===== src/rtl/pfq_pkg.sv =====
package pfq_pkg;

    typedef enum logic [2:0] {
        OP_HOLD     = 3'd0,
        OP_PUSH     = 3'd1,
        OP_POP      = 3'd2,
        OP_OVERFLOW = 3'd3,
        OP_UNDERRUN = 3'd4
    } pfq_op_e;

    // Insert has priority over removal; illegal requests become fault ops.
    function automatic pfq_op_e pfq_classify(input logic put, input logic get,
                                             input logic full, input logic empty);
        pfq_op_e op;
        if (put)
            op = full ? OP_OVERFLOW : OP_PUSH;
        else if (get)
            op = empty ? OP_UNDERRUN : OP_POP;
        else
            op = OP_HOLD;
        return op;
    endfunction

    function automatic logic pfq_is_fault(input pfq_op_e op);
        return (op == OP_OVERFLOW) || (op == OP_UNDERRUN);
    endfunction

endpackage


===== src/rtl/pfq_ctrl.sv =====
module pfq_ctrl
    import pfq_pkg::*;
#(
    parameter int DEPTH = 8,
    localparam int CNT_W = $clog2(DEPTH + 1)
) (
    input  logic             clk,
    input  logic             rst,
    input  logic             put,
    input  logic             get,
    output pfq_op_e          op,
    output logic [CNT_W-1:0] level,
    output logic             fault
);

    logic full;
    logic empty;

    assign full  = (level == CNT_W'(DEPTH));
    assign empty = (level == '0);
    assign op    = pfq_classify(put, get, full, empty);

    always_ff @(posedge clk) begin
        if (rst) begin
            level <= '0;
            fault <= 1'b0;
        end else begin
            fault <= pfq_is_fault(op);
            case (op)
                OP_PUSH: level <= level + CNT_W'(1);
                OP_POP:  level <= level - CNT_W'(1);
                default: level <= level;
            endcase
        end
    end

endmodule


===== src/rtl/pfq_ptr.sv =====
module pfq_ptr #(
    parameter int DEPTH = 8,
    localparam int PTR_W = (DEPTH > 1) ? $clog2(DEPTH) : 1,
    localparam bit POW2 = ((DEPTH & (DEPTH - 1)) == 0)
) (
    input  logic             clk,
    input  logic             rst,
    input  logic             adv,
    output logic [PTR_W-1:0] ptr
);

    logic [PTR_W-1:0] ptr_nxt;

    generate
        if (POW2) begin : g_natural_wrap
            assign ptr_nxt = ptr + PTR_W'(1);
        end else begin : g_compare_wrap
            assign ptr_nxt = (ptr == PTR_W'(DEPTH - 1)) ? '0 : ptr + PTR_W'(1);
        end
    endgenerate

    always_ff @(posedge clk) begin
        if (rst)
            ptr <= '0;
        else if (adv)
            ptr <= ptr_nxt;
    end

endmodule


===== src/rtl/pfq_store.sv =====
module pfq_store #(
    parameter int DEPTH = 8,
    parameter int WIDTH = 8,
    localparam int PTR_W = (DEPTH > 1) ? $clog2(DEPTH) : 1
) (
    input  logic             clk,
    input  logic             we,
    input  logic [PTR_W-1:0] waddr,
    input  logic [WIDTH-1:0] wdata,
    input  logic [PTR_W-1:0] raddr,
    output logic [WIDTH-1:0] rdata
);

    logic [WIDTH-1:0] mem [DEPTH];

    always_ff @(posedge clk) begin
        if (we)
            mem[waddr] <= wdata;
    end

    assign rdata = mem[raddr];

endmodule


===== src/rtl/prio_fifo.sv =====
module prio_fifo
    import pfq_pkg::*;
#(
    parameter int DEPTH = 8,
    parameter int WIDTH = 8,
    localparam int CNT_W = $clog2(DEPTH + 1),
    localparam int PTR_W = (DEPTH > 1) ? $clog2(DEPTH) : 1
) (
    input  logic             clk,
    input  logic             rst,
    input  logic             wr_req,
    input  logic             rd_req,
    input  logic [WIDTH-1:0] wr_data,
    output logic [WIDTH-1:0] head_data,
    output logic [CNT_W-1:0] count,
    output logic             fault
);

    pfq_op_e          op;
    logic [PTR_W-1:0] wr_ptr;
    logic [PTR_W-1:0] rd_ptr;
    logic             do_push;
    logic             do_pop;

    assign do_push = (op == OP_PUSH);
    assign do_pop  = (op == OP_POP);

    pfq_ctrl #(.DEPTH(DEPTH)) u_ctrl (
        .clk   (clk),
        .rst   (rst),
        .put   (wr_req),
        .get   (rd_req),
        .op    (op),
        .level (count),
        .fault (fault)
    );

    pfq_ptr #(.DEPTH(DEPTH)) u_wr_ptr (
        .clk (clk),
        .rst (rst),
        .adv (do_push),
        .ptr (wr_ptr)
    );

    pfq_ptr #(.DEPTH(DEPTH)) u_rd_ptr (
        .clk (clk),
        .rst (rst),
        .adv (do_pop),
        .ptr (rd_ptr)
    );

    pfq_store #(.DEPTH(DEPTH), .WIDTH(WIDTH)) u_store (
        .clk   (clk),
        .we    (do_push),
        .waddr (wr_ptr),
        .wdata (wr_data),
        .raddr (rd_ptr),
        .rdata (head_data)
    );

endmodule


===== config.mk =====
export PLATFORM = sky130hd
export DESIGN_NAME = prio_fifo
export DESIGN_NICKNAME = d
export VERILOG_FILES = /design/src/rtl/pfq_pkg.sv /design/src/rtl/pfq_ctrl.sv /design/src/rtl/pfq_ptr.sv /design/src/rtl/pfq_store.sv /design/src/rtl/prio_fifo.sv
export SDC_FILE = /design/constraint.sdc
export NUM_CORES = 1
export LEC_CHECK = 0
export ABC_CLOCK_PERIOD_IN_PS = 1900
export CAP_MARGIN = 20
export CORE_ASPECT_RATIO = 1.5
export CORE_MARGIN = 2
export CORE_UTILIZATION = 56
export DETAILED_ROUTE_END_ITERATION = 6
export DONT_BUFFER_PORTS = 1
export PLACE_DENSITY = 0.7
export SLEW_MARGIN = 20
export SYNTH_ARGS = -nofsm -noshare
export SYNTH_HDL_FRONTEND = slang
export SYNTH_SLANG_ARGS = --single-unit

===== constraint.sdc =====
create_clock -name clk -period 1.9 [get_ports clk]
set_input_delay 0.285 -clock clk [delete_from_list [all_inputs] [get_ports clk]]
set_output_delay 0.285 -clock clk [all_outputs]
set_load 0.02 [all_outputs]

# Word-level counts from Yosys, hierarchy flattened

Memories as Yosys holds them, arrays and structs flattened. A register that Yosys moved wholly into a read port is not among the register bits.
Cells that the tools add are included.

Latch bits: 0
Input port bits: 12
Output and inout port bits: 13
Memory bits (read-only): 0
Bits in registers: 11
Memories: 1
Logic and storage cells: 26
RAM bits: 64

Memories:

| name        | words | bits a word | read ports | clocked after Yosys merged registers in | write ports | RTL line        | source |
|---|---|---|---|---|---|---|---|
| u_store.mem | 8     | 8           | 1          | 1                                       | 1           | pfq_store.sv:14 | `logic [WIDTH-1:0] mem [DEPTH];` |

Equality and inequality tests: 5
Order comparisons: 0
Bitwise logic cells: 0
$mul: 0
Mux-type cells: 9
Reductions and logical operators: 3
Shift operators: 0
Div/mod/pow operators: 0
Add/subtract/negate cells: 4

Operators by type and width:

| kind                | number |
|---|---|
| $mux 3              | 5 |
| $pmux 4 s2          | 1 |
| $add 3x1->3 const B | 2 |
| $eq 3x2->1 const B  | 2 |
| $add 4x1->4 const B | 1 |
| $eq 4x4->1 const B  | 1 |
| $logic_not 4->1     | 1 |
| $sub 4x1->4 const B | 1 |
| $eq 3x1->1 const B  | 1 |
| $eq 3x3->1 const B  | 1 |
| $mux 1              | 2 |
| $mux 2              | 1 |
| $reduce_bool 2->1   | 1 |
| $logic_or 1x1->1    | 1 |

# Depth between registers and ports, before layout

Gate-level depths: netlist of the first run.

Depth in word-level cells: 7
Mapped depth: 7
Depth with buffers taken out: 7

# Cells and area by module

Synthesis of the first run repeated with hierarchy kept, for this count alone.

Cell total of the unflattened synthesis: 170
Area, all modules: 3148.0 µm²

Modules (own cells, without submodules):

| module    | seq. area each (µm²) | cells each | times used | area an instance (µm²) |
|---|---|---|---|---|
| pfq_store | 1921.8               | 106        | 1          | 2531.2 |
| pfq_ctrl  | 100.1                | 40         | 1          | 359.1 |
| pfq_ptr   | 60.1                 | 11         | 2          | 121.4 |
| prio_fifo | 0.0                  | 2          | 1          | 15.0 |

# Least setup slack after synthesis of the first run

Ideal clock, no wire load.

Path kind: flip-flop to flip-flop
From: register u_ctrl.level[3]
To: register u_ctrl.level[3]
Required time: 1.777 ns
Period minus slack after synthesis: 2.198 ns
Cell stages (with the launch flop): 8
Path buffers: 0
Library setup time: 0.123 ns
Slack: -0.298 ns
Arrival: 2.075 ns
Path through: dfxtp_1 inv_1 a21boi_2 ha_1 a21o_1 a21oi_1 mux2i_1 mux2_1

Longest elaborated chain between the ends: 6
Elaborated cells between the ends (all ways): 12
Those cells by class: 2 x add/sub; 3 x eq/ne; 5 x mux; 2 x reduce/logical

RTL lines:

| element                                                | RTL line       | source |
|---|---|---|
| start, declared                                        | pfq_ctrl.sv:12 | `output logic [CNT_W-1:0] level,` |
| start signal, assigned                                 | pfq_ctrl.sv:30 | `OP_PUSH: level <= level + CNT_W'(1);` |
| start signal, assigned                                 | pfq_ctrl.sv:31 | `OP_POP: level <= level - CNT_W'(1);` |
| start signal, assigned                                 | pfq_ctrl.sv:32 | `default: level <= level;` |
| $logic_not 4->1                                        | pfq_ctrl.sv:20 | `assign empty = (level == '0);` |
| $mux 3                                                 | pfq_pkg.sv:18  | `op = empty ? OP_UNDERRUN : OP_POP;` |
| $mux 3                                                 | pfq_pkg.sv:17  | `else if (get)` |
| $mux 3                                                 | pfq_pkg.sv:15  | `if (put)` |
| $eq 3x2->1 / $eq 3x1->1 (equally long branches)        | pfq_ctrl.sv:29 | `case (op)` |
| $pmux 4 s2 / $reduce_bool 2->1 (equally long branches) | n/a            |  |

Parallel ways exist; a longest one is shown, timed or not.
A chain may end at the register's enable or synchronous reset.

==> reports/metrics.csv, run 1 <==
metric;value;unit
synth-edff-count;64;
grt_max_degree;17;
rsz0062_at_grt;yes;
clock_latency;0.33;ns
fin_crit;1.99;ns
power.density;1200;mW/mm^2
r2r-start;u_ctrl.level[2]$_SDFFE_PP0P_;
synth_ff_type;edfxtp_1;
yosysSeqAreaShare;69.4;%
grt_overflow_total;0;
finalSetupViolCount;8;
crit_type;flip-flop to output port;
period_share;105;%
dp_slack;-0.0355;ns
netlist.area_leader.share;60.5;%
nFillCells;388;
slew_violations;0;
place_congestion;0.727;
cts_root_buf;clkbuf_8;
diodes;0;
hp-class;input pin to flip-flop;
ys_top_cells_by_area;edfxtp_1 (61%), mux4_1 (13%), dfxtp_1 (8.8%);
antenna_left;0;
status;finished, violations left;
p_leak;1.26;nW
peakVddDrop;0.000769;V
fin_ws;-0.0910;ns
drc;0;
cts_buffers;9;
path_cells;buf_12 -> mux4_2 -> mux2_4;
start_kind;flip-flop;
ys_ff_latch;78;
tns;-0.598;ns
crit_arrival;1.71;ns
netlist_area;0.00317;mm^2
io_buffers;0;
p_comb_share;27.0;%
wl;5.85;mm
antenna_found_initial;0;
fin_nets;215;
finalClockSkew;0.00563;ns
grt_pass1_wl;9.06;mm
cp-end-kind;output port;
clk_pin_slew;0.07;ns
area_growth;15.1;%
worst-endpoint-required;1.62;ns
p_sw_share;27.8;%
hold_violations;0;
drt-initial-drc-count;77;
fmax;502;MHz
synth_cell_types;33;
syn_avg_cell_area;18.8;um^2
drv_cap;0;
core_area;0.00545;mm^2
vias;1586;
fp.dieW;65.5;um
synthCells;169;
synth_fp_nets;186;
slowest_delay;0.51;ns
io_pins;25;
cp_max_fo;8;
power_switching;0.00122;W
grt_pass1_vias;1712;
first_pass_iters;4;
ys_async_sr_fraction;0;%
avgRoutedWirePerCell;21.4;um
crit_path_top_delay_cell;mux4_2;
grt.total_usage;21.0;%
vias_per_cell;5.81;
worst_pin_slew;0.620;ns
die_y;96.2;um
clockBufferDepth;2;
clock_sinks;78;
p_int;0.00317;W
drive_above_1_share;37.4;%
dpl.hpwl;3.62;mm
cts_tree;built;
synth_area_leader_cell;edfxtp_1;
hp-start;rst;
relSlewSlack;58.6;%
violations;setup timing;
htree_num_levels;3;
hold_ws;0.0156;ns
ys_warn_count;0;
initial_utilization;58.2;%
seqPwrFrac;48.0;%
clockPowerShare;25.1;%
crit_family;multiplexers;
critPathBufInv;1;
rows;33;
die_area;0.00630;mm^2
-- path summary, 6_finish.rpt --
check,endpoint,depth (start not counted),slack (ns)
worst max-delay path,head_data[5],3,-0.09
worst min-delay path,u_wr_ptr.ptr[2]$_SDFFE_PP0P_,1,0.02
worst max register to register,u_ctrl.level[3]$_SDFFE_PP0P_,7,0.05
worst min register to register,u_rd_ptr.ptr[2]$_SDFFE_PP0P_,2,0.53
-- per-layer routing --
layer	track usage (%)	vias to the layer above	share of wire [%]
li1	-	719	-
met1	24.0	809	37
met2	37.4	49	56
met3	5.50	9	5.1
met4	8.33	0	1.6
met5	0	-	0
-- per-stage QoR --
stage	power [W]	utilization [%]	std cells	cell area, um^2
global placement	0.00312	62.5	252	3410
global route	0.00460	67.1	273	3650
CTS	0.00438	66.1	270	3600
detailed placement	0.00317	62.5	252	3410
floorplan	0.00290	-	169	3210
finish	0.00439	67.1	273	3650
-- worst register-to-register path, stage by stage, from the launching register on --
cell and delay, ns:
dfxtp_4 0.35, nor3_4 0.23, a21boi_4 0.10, ha_4 0.22, a21o_1 0.16, a21oi_2 0.15
mux2i_1 0.21, mux2_1 0.33
-- power groups by stage --
stage               combinational (W)  clock [W]  sequential [W]
global route                  0.00128    0.00120         0.00212
CTS                           0.00115    0.00112         0.00211
detailed placement            0.00104          0         0.00213
finish                        0.00118    0.00110         0.00211
floorplan                    0.000720          0         0.00218
global placement              0.00100          0         0.00211
-- cell usage in the layout, fill, tap and decap left out, types with 2 or more instances in the layout --
cell,n
mux2i_1,4
dfxtp_4,2
dfxtp_1,9
clkbuf_8,12
dfxtp_2,3
mux4_2,16
edfxtp_1,64
nor2_1,15
clkinv_2,4
a21oi_2,2
dlygate4sd3_1,3
inv_1,3
nand2_1,4
nor3_1,4
ha_4,2
buf_4,19
nand2b_1,2
xnor2_1,6
mux2_4,8
ha_1,2
-- cells in the mapped netlist, types with 2 or more instances --
cell,count
edfxtp_1,64
mux4_1,16
nor2_1,15
dfxtp_1,14
mux2_2,8
xnor2_1,6
nor3_1,5
ha_1,4
inv_1,4
mux2i_1,4
nand2_1,4
a21oi_1,2
clkbuf_1,2
nand2b_1,2
-- timing repair --
item | CTS | global route
cloned | 1 | 0
pin swaps | 1 | 4
buffers inserted | 0 | 1
resized for setup | 27 | 2
hold buffers | 1 | 2
hold endpoints to repair | 3 | 1
setup endpoints to repair | 9 | 9
-- layout make-up --
cell class                 instances  area (um^2)  area share (%)
inverter                           4         15.0           0.411
clock buffer                      12          165            4.52
timing repair buffer              24          220            6.03
tap                               70         87.6            2.40
sequential                        78         2210            60.6
multi-input combinational         81          933            25.5
clock inverter                     4         20.0           0.548
-- logic make-up after synthesis --
family	synth area share [%]
fa+ha+maj	2.21
buf+inv	1.97
simple gates	4.34
compound gates	2.48
mux	17.7
xor+xnor	1.93
flops	69.4
-- flip-flops by register name, summed over array words and instances, names as in the netlist, named ones only --
name and cells:
u_store.mem 64, u_ctrl.level 4, u_rd_ptr.ptr 3, u_wr_ptr.ptr 3, u_ctrl.fault 1
Power figures use the tool's default switching activity.
==> inputs of run 2 (changes only) <==
--- a/config.mk
+++ b/config.mk
@@ -5,14 +5,14 @@
 export SDC_FILE = /design/constraint.sdc
 export NUM_CORES = 1
 export LEC_CHECK = 0
-export ABC_CLOCK_PERIOD_IN_PS = 1900
+export ABC_CLOCK_PERIOD_IN_PS = 2100
 export CAP_MARGIN = 20
 export CORE_ASPECT_RATIO = 1.5
 export CORE_MARGIN = 2
-export CORE_UTILIZATION = 56
+export CORE_UTILIZATION = 62
 export DETAILED_ROUTE_END_ITERATION = 6
 export DONT_BUFFER_PORTS = 1
-export PLACE_DENSITY = 0.7
+export PLACE_DENSITY = 0.78
 export SLEW_MARGIN = 20
 export SYNTH_ARGS = -nofsm -noshare
 export SYNTH_HDL_FRONTEND = slang
==> constraint.sdc (replaced) <==
create_clock -name clk -period 2.1 [get_ports clk]
set_input_delay 0.315 -clock clk [delete_from_list [all_inputs] [get_ports clk]]
set_output_delay 0.315 -clock clk [all_outputs]
set_load 0.02 [all_outputs]
==> run 2 against run 1 <==
Clock skew is 0.00058 ns higher. Largest cell class unchanged. Critical path depth stayed put. The run now ends clean. Die area is 9.2% lower. Highest routed layer unchanged. Sequential power is 10% lower. Critical path type unchanged. Flip-flop and latch count stayed put.
==> reports/metrics.csv, run 2 (same netlist as run 1, synthesis figures left out) <==
metric;value;unit
grt_pass1_vias;1698;
io_buffers;0;
area_growth;14.1;%
hp-start;rst;
p_int;0.00290;W
drv_cap;0;
nFillCells;295;
grt_max_degree;17;
antenna_left;0;
mostFrequentLayoutCells;edfxtp_1 (64), buf_4 (18), nor2_1 (15), mux4_1 (14), clkbuf_8 (11);
cp_max_fo;8;
rrSetupSlack;0.10;ns
mostFrequentLayoutCell;edfxtp_1;
drive_above_1_share;26.6;%
start_kind;flip-flop;
place_area;0.00337;mm^2
grt_pass1_wl;8.78;mm
largest_reg_flops;64;
avgRoutedWirePerCell;21.6;um
status;completed;
drt-initial-drc-count;56;
worst_pin_slew;0.595;ns
reg2reg_depth;7;
clock_latency;0.34;ns
largest-register;u_store.mem;
cts_tree;built;
io_pins;25;
drc;0;
grt.total_usage;22.1;%
crit_type;flip-flop to output port;
reg2reg_to;u_ctrl.level[3]$_SDFFE_PP0P_;
r2r-start;u_ctrl.level[0]$_SDFFE_PP0P_;
dpl.hpwl;3.82;mm
p_comb_share;24.9;%
clockBufferDepth;2;
relSlewSlack;60.3;%
vias;1588;
finalSetupViolCount;0;
cts_root_buf;clkbuf_8;
fin_nets;211;
fp.dieW;62.4;um
seqPwrFrac;47.6;%
hold_violations;0;
post_cts_buffers;0;
htree_num_levels;3;
hold_end;u_ctrl.level[1]$_SDFFE_PP0P_;
postCtsHoldBufs;0;
reg_top3;u_store.mem: 64 flops, u_ctrl.level: 4 flops;
design_area;0.00362;mm^2
place_congestion;0.757;
power.density;1090;mW/mm^2
clk_pin_slew;0.07;ns
power_switching;0.00106;W
regArea;0.00221;mm^2
clock_sinks;78;
fmax;482;MHz
utilization;74.1;%
first_pass_iters;5;
worst-endpoint-required;1.78;ns
p_sw_share;26.7;%
period_share;98.7;%
initial_utilization;65.0;%
core_area;0.00489;mm^2
rows;31;
finalClockSkew;0.00621;ns
fin_crit;2.07;ns
vias_per_cell;5.99;
diodes;0;
wl;5.73;mm
min_path_cells;1;
fin_total_pwr;0.00396;W
peakVddDrop;0.000799;V
clockPowerShare;27.5;%
die_y;91.6;um
grt_overflow_total;0;
cp-end-kind;output port;
antenna_found_initial;0;
rsz0062_at_grt;yes;
hp-class;input pin to flip-flop;
die_area;0.00572;mm^2
slew_violations;0;
p_leak;1.29;nW
crit_arrival;1.76;ns
cts_buffers;9;
multiInputGateArea;932;um^2
-- run 2: cell count changes in the layout (fill, tap and decap cells not counted), sizes merged --
cell | previous run | this run
dlygate4sd3 | 3 | 0
buf | 21 | 20
bufinv | 0 | 1
clkinv | 4 | 3
-- run 2: area by class of cell --
class / count / area share [%]
Timing Repair Buffer: 20 / 5.04
Clock buffer: 12 / 4.28
Inverter: 4 / 0.415
Tap cell: 66 / 2.28
Sequential cell: 78 / 61.0
Clock inverter: 4 / 1.24
Multi-Input combinational cell: 81 / 25.7
-- run 2: critical path, cell delays in order, from the launching register on --
cell	delay, ns
dfxtp_4	0.39
buf_12	0.14
mux4_1	0.56
mux2_4	0.33
-- run 2: power groups by stage --
stage	logic [W]	registers [W]	clock network [W]
after floorplan	0.000622	0.00195	0
after global placement	0.000873	0.00189	0
after detailed placement	0.000921	0.00191	0
after CTS	0.000980	0.00188	0.00111
after global routing	0.00106	0.00190	0.00117
final	0.000985	0.00189	0.00109
-- run 2: how the worst max path moves through the flow --
stage	from	end	slack, ns	cells after the start
global placement	rd_req	u_ctrl.level[3]$_SDFFE_PP0P_	0.19	7
floorplan	u_ctrl.level[2]$_SDFFE_PP0P_	u_ctrl.level[3]$_SDFFE_PP0P_	0.005	7
detailed placement	rd_req	u_ctrl.level[3]$_SDFFE_PP0P_	0.06	7
global route	flip-flop	head_data[5]	-0.03	3
CTS	flip-flop	head_data[7]	0.002	3
finish	flip-flop	head_data[5]	0.03	3
-- run 2: timing repair --
item / CTS / global route
setup endpoints to repair: 8 / 8
cloned: 1 / 0
resized for setup: 9 / 4
-- run 2: through the flow --
stage | setup TNS, ns | setup WS [ns] | instances | hold slack (ns)
5_1_grt | -0.179 | -0.0319 | 265 | 0.00913
3_3_place_gp | 0 | 0.191 | 248 | 0.384
4_1_cts | 0 | 0.00173 | 265 | 0.0209
6_report | 0 | 0.0273 | 265 | 0.0363
2_1_floorplan | 0 | 0.00505 | 169 | 0.394
3_5_place_dp | 0 | 0.0563 | 248 | 0.387
-- run 2: per-layer routing --
metal  up-vias  wire, um  share of wire (%)  track usage, %
met3        11       269                4.7            8.71
met2        55      3290                 57            41.0
met1       799      2030                 35            20.9
met5         -         0                  0               0
li1        723         -                  -               -
met4         0       131                2.3            9.81
